--- src/rtl/tapsr_pkg.sv ---
package tapsr_pkg;
  // Default geometry: stages per unit and units per chain.
  localparam int unsigned DEF_DEPTH = 32;
  localparam int unsigned DEF_UNITS = 4;
endpackage

--- src/rtl/tapsr_unit.sv ---
module tapsr_unit #(
  parameter int unsigned DEPTH = tapsr_pkg::DEF_DEPTH,
  localparam int unsigned AW = $clog2(DEPTH)
) (
  input  logic          clk,
  input  logic          shift_en,
  input  logic          din,
  input  logic [AW-1:0] addr,
  output logic          tap_q,
  output logic          tail_q
);
  logic [DEPTH-1:0] stages;

  // Serial entry only; contents hold when not enabled.
  always_ff @(posedge clk) begin
    if (shift_en) stages <= {stages[DEPTH-2:0], din};
  end

  assign tap_q  = stages[addr];
  assign tail_q = stages[DEPTH-1];
endmodule

--- src/rtl/tapsr_sel.sv ---
module tapsr_sel #(
  parameter int unsigned UNITS = tapsr_pkg::DEF_UNITS,
  localparam int unsigned SW = (UNITS > 1) ? $clog2(UNITS) : 1
) (
  input  logic [UNITS-1:0] taps,
  input  logic [SW-1:0]    sel,
  output logic             y
);
  generate
    if (UNITS == 1) begin : g_single
      logic unused_sel;
      assign unused_sel = ^sel;
      assign y = taps[0];
    end else begin : g_mux
      assign y = taps[sel];
    end
  endgenerate
endmodule

--- src/rtl/tap_chain.sv ---
module tap_chain #(
  parameter int unsigned DEPTH = tapsr_pkg::DEF_DEPTH,
  parameter int unsigned UNITS = tapsr_pkg::DEF_UNITS,
  localparam int unsigned LAW = $clog2(DEPTH),
  localparam int unsigned UAW = (UNITS > 1) ? $clog2(UNITS) : 0,
  localparam int unsigned AW  = LAW + UAW
) (
  input  logic          clk,
  input  logic          shift_en,
  input  logic          din,
  input  logic [AW-1:0] tap_addr,
  output logic          tap_out,
  output logic          last_out
);
  logic [UNITS:0]   link;
  logic [UNITS-1:0] unit_tap;

  assign link[0] = din;

  genvar u;
  generate
    for (u = 0; u < UNITS; u++) begin : g_unit
      tapsr_unit #(.DEPTH(DEPTH)) u_unit (
        .clk     (clk),
        .shift_en(shift_en),
        .din     (link[u]),
        .addr    (tap_addr[LAW-1:0]),
        .tap_q   (unit_tap[u]),
        .tail_q  (link[u+1])
      );
    end

    if (UNITS > 1) begin : g_sel_hi
      tapsr_sel #(.UNITS(UNITS)) u_sel (
        .taps(unit_tap),
        .sel (tap_addr[AW-1:LAW]),
        .y   (tap_out)
      );
    end else begin : g_sel_one
      tapsr_sel #(.UNITS(1)) u_sel (
        .taps(unit_tap),
        .sel (1'b0),
        .y   (tap_out)
      );
    end
  endgenerate

  assign last_out = link[UNITS];
endmodule

--- config.mk ---
export PLATFORM = sky130hd
export DESIGN_NAME = tap_chain
export DESIGN_NICKNAME = d
export VERILOG_FILES = /design/src/rtl/tapsr_pkg.sv /design/src/rtl/tapsr_unit.sv /design/src/rtl/tapsr_sel.sv /design/src/rtl/tap_chain.sv
export SDC_FILE = /design/constraint.sdc
export NUM_CORES = 1
export LEC_CHECK = 0
export BUFFER_PORTS_ARGS = -buffer_cell sky130_fd_sc_hd__buf_2
export CAP_MARGIN = 20
export CORE_MARGIN = 8
export CORE_UTILIZATION = 30
export DETAILED_ROUTE_END_ITERATION = 12
export SYNTH_ARGS = -nofsm -noshare
export SYNTH_HDL_FRONTEND = slang
export SYNTH_SLANG_ARGS = --single-unit
--- constraint.sdc ---
create_clock -name clk -period 3.4 [get_ports clk]
set_clock_uncertainty 0.1 [all_clocks]
set_input_delay 0.68 -clock clk [delete_from_list [all_inputs] [get_ports clk]]
set_output_delay 0.68 -clock clk [all_outputs]
set_load 0.05 [all_outputs]
# After elaboration in Yosys (flattened, before gate mapping)
# Index checks and enable logic that the tools add are counted.
# totals
reg_bits,128
inputBits,10
word_cells,16
# classes
order_cmp,2
mux,10
# ops
op,n
$bmux 1 s5,4
$lt 5x6->1 const B,1
$mux 1,5
$lt 2x3->1 const B,1
$bmux 1 s2,1

# Logic depth before layout (Yosys ltp)
# Gate-level depths: netlist (run 1).
# logic_depth
depth_word,4
mapped_depth,8
mapped_depth_nobuf,5

# Cells and area by module
# A second synthesis (run 1) with hierarchy kept.
# unflattened
cells_unflattened,293
area_unflattened_um2,5167.5
# modules_own_cells
mod,n_inst,cells_per_inst,area_each_um2
tapsr_unit,4,73,1286.2
tapsr_sel,1,1,22.5

# Worst setup path before layout (run 1)
# No wires, ideal clock.
# synth_timing
path_kind,input to output
from,input port tap_addr[1]
to,output port tap_out
t_arrival_ns,2.525
required_time_ns,2.620
slack_ns,0.095
path_stages,6
path_buffers,1
cell_sequence,buf_6 mux4_2 mux4_2 and3b_1 a31oi_1 nand4_1
# synth_between
elab_chain_cells,4
word_cells_on_any_way,10
cone_classes,mux: 10
# synth_rtl
element,line_no,text
from (decl),tap_chain.sv:11,"input logic [AW-1:0] tap_addr,"
$bmux 1 s5,tapsr_unit.sv:19,assign tap_q = stages[addr];
$mux 1 (implied by the code),tapsr_unit.sv:19,
$bmux 1 s2 (*),tapsr_sel.sv:15,assign y = taps[sel];
$mux 1 (implied by the code) (*),tapsr_sel.sv:15,
to (decl),tap_chain.sv:12,"output logic tap_out,"
# Every way passes the cells marked *; elsewhere a longest branch is shown, timed or not. The select of a mux whose other input is x is not followed.

# Worst setup path in the final report (run 1)
# Ends and elaborated chain as after synthesis.

==> impl_metrics.tcl, run 1 <==
set metrics [dict create \
    status "complete, no violations" \
    ys.flop_type "edfxtp_1" \
    root_buffer "clkbuf_16" \
    antenna_found_initial 0 \
    diodes 0 \
    syn_nets 224 \
    grt_pass1_wl_um 13700 \
    synth-seq-area-share_pct 77.5 \
    dp_hpwl_um 5100 \
    worst_skew_pair.late_latency_ns 0.41 \
    nets 258 \
    overflow 0 \
    grt_usage_pct 8.97 \
    criticalPathCategory "in2out" \
    synth_area_mm2 0.00496 \
    avgSynthCellArea_um2 23.2 \
    synth_warnings 0 \
    dr.pass1.iters 4 \
    cts_buffer_depth 2 \
    tightest_slew_ns 0.372 \
    slowest_delay_ns 0.49 \
    drt-total-wl_um 8300 \
    required_ns 2.62 \
    final_common_cell "edfxtp_1" \
    relSlewSlack_pct 74.5 \
    grt_pass1_vias 2410 \
    wl_per_cell_um 17.3 \
    clock-sinks 128 \
    cts_tree "done" \
    area_growth_pct 19.5 \
    cts_inserted_buffers 17 \
    period_minus_slack_ns 3.35 \
    finalSetupViolCount 0 \
    first_iter_violations 212 \
    syn_inst 214 \
    h-tree-depth 4 \
    end_kind "output pin" \
    crit_arrival_ns 2.57 \
    vias 2234 \
    rows 47 \
    yosys.cell_types.count 24 \
    drive_gt1_share_pct 31.7 \
    hold_viol 0 \
    regArea_mm2 0.00384 \
    layout_common_cells "128 x edfxtp_1, 29 x mux4_2, 17 x clkbuf_16" \
    max_cap_viol_count 0 \
    ir_drop_v 0.000339 \
    vias_per_cell 4.66 \
    largest_reg_flops 128 \
    initial_core_util_pct 30.3 \
    dieArea_mm2 0.0209 \
    ios 12 \
    fin_area_mm2 0.00592 \
    crit_chain "buf_4, mux4_2, mux4_2, and3b_1, a31oi_2, nand4_1, buf_6" \
    slew_viol_final 0 \
    io_buffers 11 \
    multi_input_area_mm2 0.00106 \
    drc 0 \
    fillers 1548 \
    grt_max_degree 50 \
    die_w_um 145 \
    synthArstFlopShare_pct 0 \
    rsz0062_at_grt "yes" \
    postRouteAntennaNets 0 \
    finalPower_mw 3.74 \
    holdCritPathClass "reg2reg" \
    synth_edf_count 128 \
    fin_crit_sh_pct 98.6 \
    fmax_mhz 298 \
    die_y_um 145 \
    placed_cells 448 \
    crit_path_start_kind "input port" \
    largest_registers "g_unit.u_unit.stages: 128 flops" \
    placed_area_mm2 0.00536 \
    regMostFlops "g_unit.u_unit.stages" \
    stdcell_count 479 \
    place_congestion 0.730 \
    clkTransAtPathRegs_ns 0.05 \
    post-route-util_pct 36.2 \
    power.leakage_nw 1.99 \
    core_area_mm2 0.0163 \
    postCtsHoldBufs 0 \
    ys_ff_latch 128 \
    cp_common_cell "mux4_2" \
    critPathSlowestCell "mux4_2" \
    cp_max_fo 4 \
    power.density_mw_per_mm2 632 \
]
final cells by class:
cell class / instances / share of cell area, %
Clock buffer: 21 / 7.44
Clock inverter: 9 / 1.58
Multi-Input combinational cell: 75 / 17.9
Sequential cell: 128 / 64.9
Tap cell: 220 / 4.65
Timing Repair Buffer: 26 / 3.55
critical path, delay by kind of cell:
family / cells / cell delay, ns
simple gates: 2 / 0.40
mux: 2 / 0.97
compound gates: 1 / 0.18
buf+inv: 2 / 0.34
metrics by stage:
step	setup TNS, ns	setup slack (ns)	hold slack [ns]
finish	0	0.0482	0.340
floorplan	0	0.0951	0.317
global route	-0.0278	-0.0278	0.328
CTS	0	0.0000810	0.326
global placement	-0.0176	-0.0176	0.324
detailed placement	-0.0454	-0.0454	0.328
logic make-up (layout without fill, tap and decap cells):
| kind of cell | Yosys count | after routing | share of synthesized area (%) |
|---|---|---|---|
| flip-flops | 128 | 128 | 77.5 |
| multiplexers | 42 | 42 | 17.1 |
| buffers and inverters | 11 | 56 | 1.24 |
| AO/OA/AOI/OAI | 5 | 5 | 0.757 |
| AND/OR/NAND/NOR | 28 | 28 | 3.36 |
final timing paths:
check,start,endpoint,slack (ns),cells past startpoint
worst max register to register,g_unit[0].u_unit.stages[6],g_unit[0].u_unit.stages[7],2.52,1
worst min register to register,g_unit[2].u_unit.stages[6],g_unit[2].u_unit.stages[7],0.34,0
worst max-delay path,tap_addr[1],tap_out,0.05,7
worst min-delay path,g_unit[2].u_unit.stages[6],g_unit[2].u_unit.stages[7],0.34,0
what timing repair did:
action / CTS / global route
resized for setup: 4 / 2
pin swaps: 1 / 1
buffers inserted: 1 / 0
endpoints found under the setup margin: 1 / 1
hold endpoints to repair: 0 / 0
cells in the mapped netlist, types with 2 or more instances:
library cell | n | area (um2)
nand3b_1 | 2 | 15.0
nand2_1 | 3 | 11.3
nor2b_1 | 3 | 18.8
nand4_1 | 2 | 12.5
nand3_1 | 4 | 20.0
clkbuf_1 | 2 | 7.51
buf_2 | 7 | 35.0
nor2_1 | 5 | 18.8
mux4_1 | 4 | 105
edfxtp_1 | 128 | 3840
nor4_1 | 3 | 18.8
and3b_1 | 2 | 17.5
mux2i_1 | 9 | 90.1
nand4b_1 | 2 | 17.5
mux4_2 | 29 | 653
layer usage:
metal	vias to the layer above	wire length (um)	GRT usage [%]
li1	988	-	-
met4	0	110	4.27
met1	1192	4070	12.1
met5	-	0	0
met2	43	3740	12.5
met3	11	373	3.33
power breakdown:
group	switching [mW]	internal [mW]
combinational	0.104	0.102
sequential	0.0421	1.84
clock	0.598	1.06
Note: power is estimated with default switching activity, not from simulation.
==> run 2, diff against run 1 <==
--- a/config.mk
+++ b/config.mk
@@ -5,11 +5,14 @@
 export SDC_FILE = /design/constraint.sdc
 export NUM_CORES = 1
 export LEC_CHECK = 0
+export ABC_AREA = 1
 export BUFFER_PORTS_ARGS = -buffer_cell sky130_fd_sc_hd__buf_2
 export CAP_MARGIN = 20
 export CORE_MARGIN = 8
 export CORE_UTILIZATION = 30
 export DETAILED_ROUTE_END_ITERATION = 12
+export GPL_TIMING_DRIVEN = 0
+export PLACE_DENSITY = 0.54
 export SYNTH_ARGS = -nofsm -noshare
 export SYNTH_HDL_FRONTEND = slang
 export SYNTH_SLANG_ARGS = --single-unit
==> run 2 against run 1 <==
Register-to-register slack gained 0.03 ns. Clock power increased by 8%. Worst setup slack better by 0.18 ns. Utilization down 0.45 points. Sequential power is essentially flat. Count of clock-buffer cells in the layout is 4 lower. Non-clock buffer count up 7.
==> impl_metrics.tcl, run 2 <==
set metrics [dict create \
    postRouteAntennaNets 0 \
    yosys.cell_types.count 9 \
    holdCritPathClass "in2reg" \
    grt_usage_pct 11.3 \
    cts_buffer_depth 2 \
    avgSynthCellArea_um2 12.2 \
    regMostFlops "g_unit.u_unit.stages" \
    grt_pass1_wl_um 18400 \
    placed_area_mm2 0.00553 \
    required_ns 2.62 \
    nets 462 \
    r2r_setup_slack_ns 2.55 \
    syn_nets 434 \
    ys.flop_type "edfxtp_1" \
    yosys.area.top_type_share_pct 74.3 \
    post-route-util_pct 35.8 \
    synth_area_leaders "edfxtp_1 74%, nand3_1 11%, nand2_1 11%" \
    die_w_um 147 \
    drt-total-wl_um 11500 \
    max_cap_viol_count 0 \
    ctsResizeCount 0 \
    cts_tree "done" \
    vias_per_cell 4.78 \
    fin_area_mm2 0.00610 \
    power.leakage_nw 2.31 \
    worst_skew_pair.late_latency_ns 0.42 \
    layout_common_cells "149 x nand2_1, 128 x edfxtp_1, 116 x nand3_1" \
    dp_hpwl_um 6960 \
    grt_max_degree 99 \
    initial_core_util_pct 30.3 \
    tightest_slew_ns 0.658 \
    io_buffers 8 \
    dr.pass1.iters 5 \
    rows 48 \
    clock-sinks 128 \
    period_minus_slack_ns 3.17 \
    drc 0 \
    vias 3301 \
    criticalPathCategory "in2out" \
    first_iter_violations 386 \
    area_growth_pct 18.0 \
    hold_viol 0 \
    multi_input_area_mm2 0.00114 \
    crit_arrival_ns 2.39 \
    postCtsHoldBufs 0 \
    place_congestion 0.778 \
    fillers 1656 \
    wl_per_cell_um 16.7 \
    cts_inserted_buffers 17 \
    die_y_um 147 \
    clkTransAtPathRegs_ns 0.06 \
    end_kind "output pin" \
    ys_ff_latch 128 \
    ir_drop_v 0.000276 \
    dieArea_mm2 0.0217 \
    synth_area_mm2 0.00517 \
    antenna_found_initial 0 \
    grt_pass1_vias 3178 \
    root_buffer "clkbuf_16" \
    core_area_mm2 0.0171 \
    post_cts_buffers 0 \
    synth_top_cell_by_area "edfxtp_1" \
    fin_crit_sh_pct 93.2 \
    synth_commonest_cells "149 x nand2_1, 128 x edfxtp_1, 116 x nand3_1" \
    power.density_mw_per_mm2 640 \
    drive_gt1_share_pct 13.3 \
    crit_path_start_kind "input port" \
    synthArstFlopShare_pct 0 \
    cp_max_fo 10 \
    ios 12 \
    finalSetupViolCount 0 \
    synth_warnings 0 \
    regArea_mm2 0.00384 \
    synth-seq-area-share_pct 74.3 \
    slew_viol_final 0 \
    h-tree-depth 4 \
    rsz0062_at_grt "no" \
    synthMostInstantiatedCell "nand2_1" \
    fmax_mhz 316 \
    relSlewSlack_pct 56.1 \
    overflow 0 \
    largest_registers "g_unit.u_unit.stages: 128 flops" \
    largest_reg_flops 128 \
    setup_tns_ns 0 \
    diodes 0 \
    synth_edf_count 128 \
    syn_inst 424 \
    final_common_cell "nand2_1" \
    status "complete, no violations" \
]
-- run 2: worst paths after layout --
path / startpoint / endpoint / depth (start not counted)
min: din / g_unit[0].u_unit.stages[0] / 1
min reg2reg: g_unit[3].u_unit.stages[2] / g_unit[3].u_unit.stages[3] / 0
max reg2reg: g_unit[1].u_unit.stages[16] / g_unit[1].u_unit.stages[17] / 0
max: tap_addr[2] / tap_out / 11
-- run 2: cells by family (layout without fill, tap and decap cells) --
group	Yosys count	in the layout	share of synthesized area, %
flip-flops	128	128	74.3
AND/OR/NAND/NOR	265	265	22.0
buffers and inverters	31	72	3.63
-- run 2: routing by layer --
layer | up-vias | global-route usage [%] | wire, um
li1 | 1559 | - | -
met1 | 1594 | 15.4 | 5360
met2 | 136 | 16.3 | 5270
met3 | 12 | 3.26 | 752
met4 | 0 | 5.05 | 150
met5 | - | 0 | 0
-- run 2: per-stage QoR --
step           setup slack [ns]  hold slack (ns)  power, mW  std cells
4_1_cts                   0.213            0.316       3.94        690
2_1_floorplan             0.740            0.326       2.04        424
3_5_place_dp              0.233            0.334       2.15        658
6_report                  0.232            0.332       3.91        690
3_3_place_gp              0.143            0.330       2.15        657
5_1_grt                  0.0759            0.321       4.04        690
-- run 2: where the power goes --
part	switching (mW)	total, mW	internal, mW
combinational	0.163	0.237	0.0741
sequential	0.0454	1.89	1.84
clock	0.652	1.78	1.13
-- run 2: area by class of cell --
cell class / instances / area share [%]
sequential: 128 / 63.0
multi-input combinational: 265 / 18.7
clock buffer: 17 / 6.97
tap: 225 / 4.61
buffer: 24 / 2.65
clock inverter: 15 / 2.46
timing repair buffer: 9 / 1.21
inverter: 7 / 0.431
-- run 2: worst max-delay path, stage by stage --
cell	delay, ns
buf_2	0.19
buf_1	0.54
nand3_1	0.17
nand3_1	0.15
nand2_1	0.08
nand2_1	0.06
nand3_1	0.07
nand2_1	0.09
nand2_1	0.05
nand2_1	0.05
buf_2	0.25
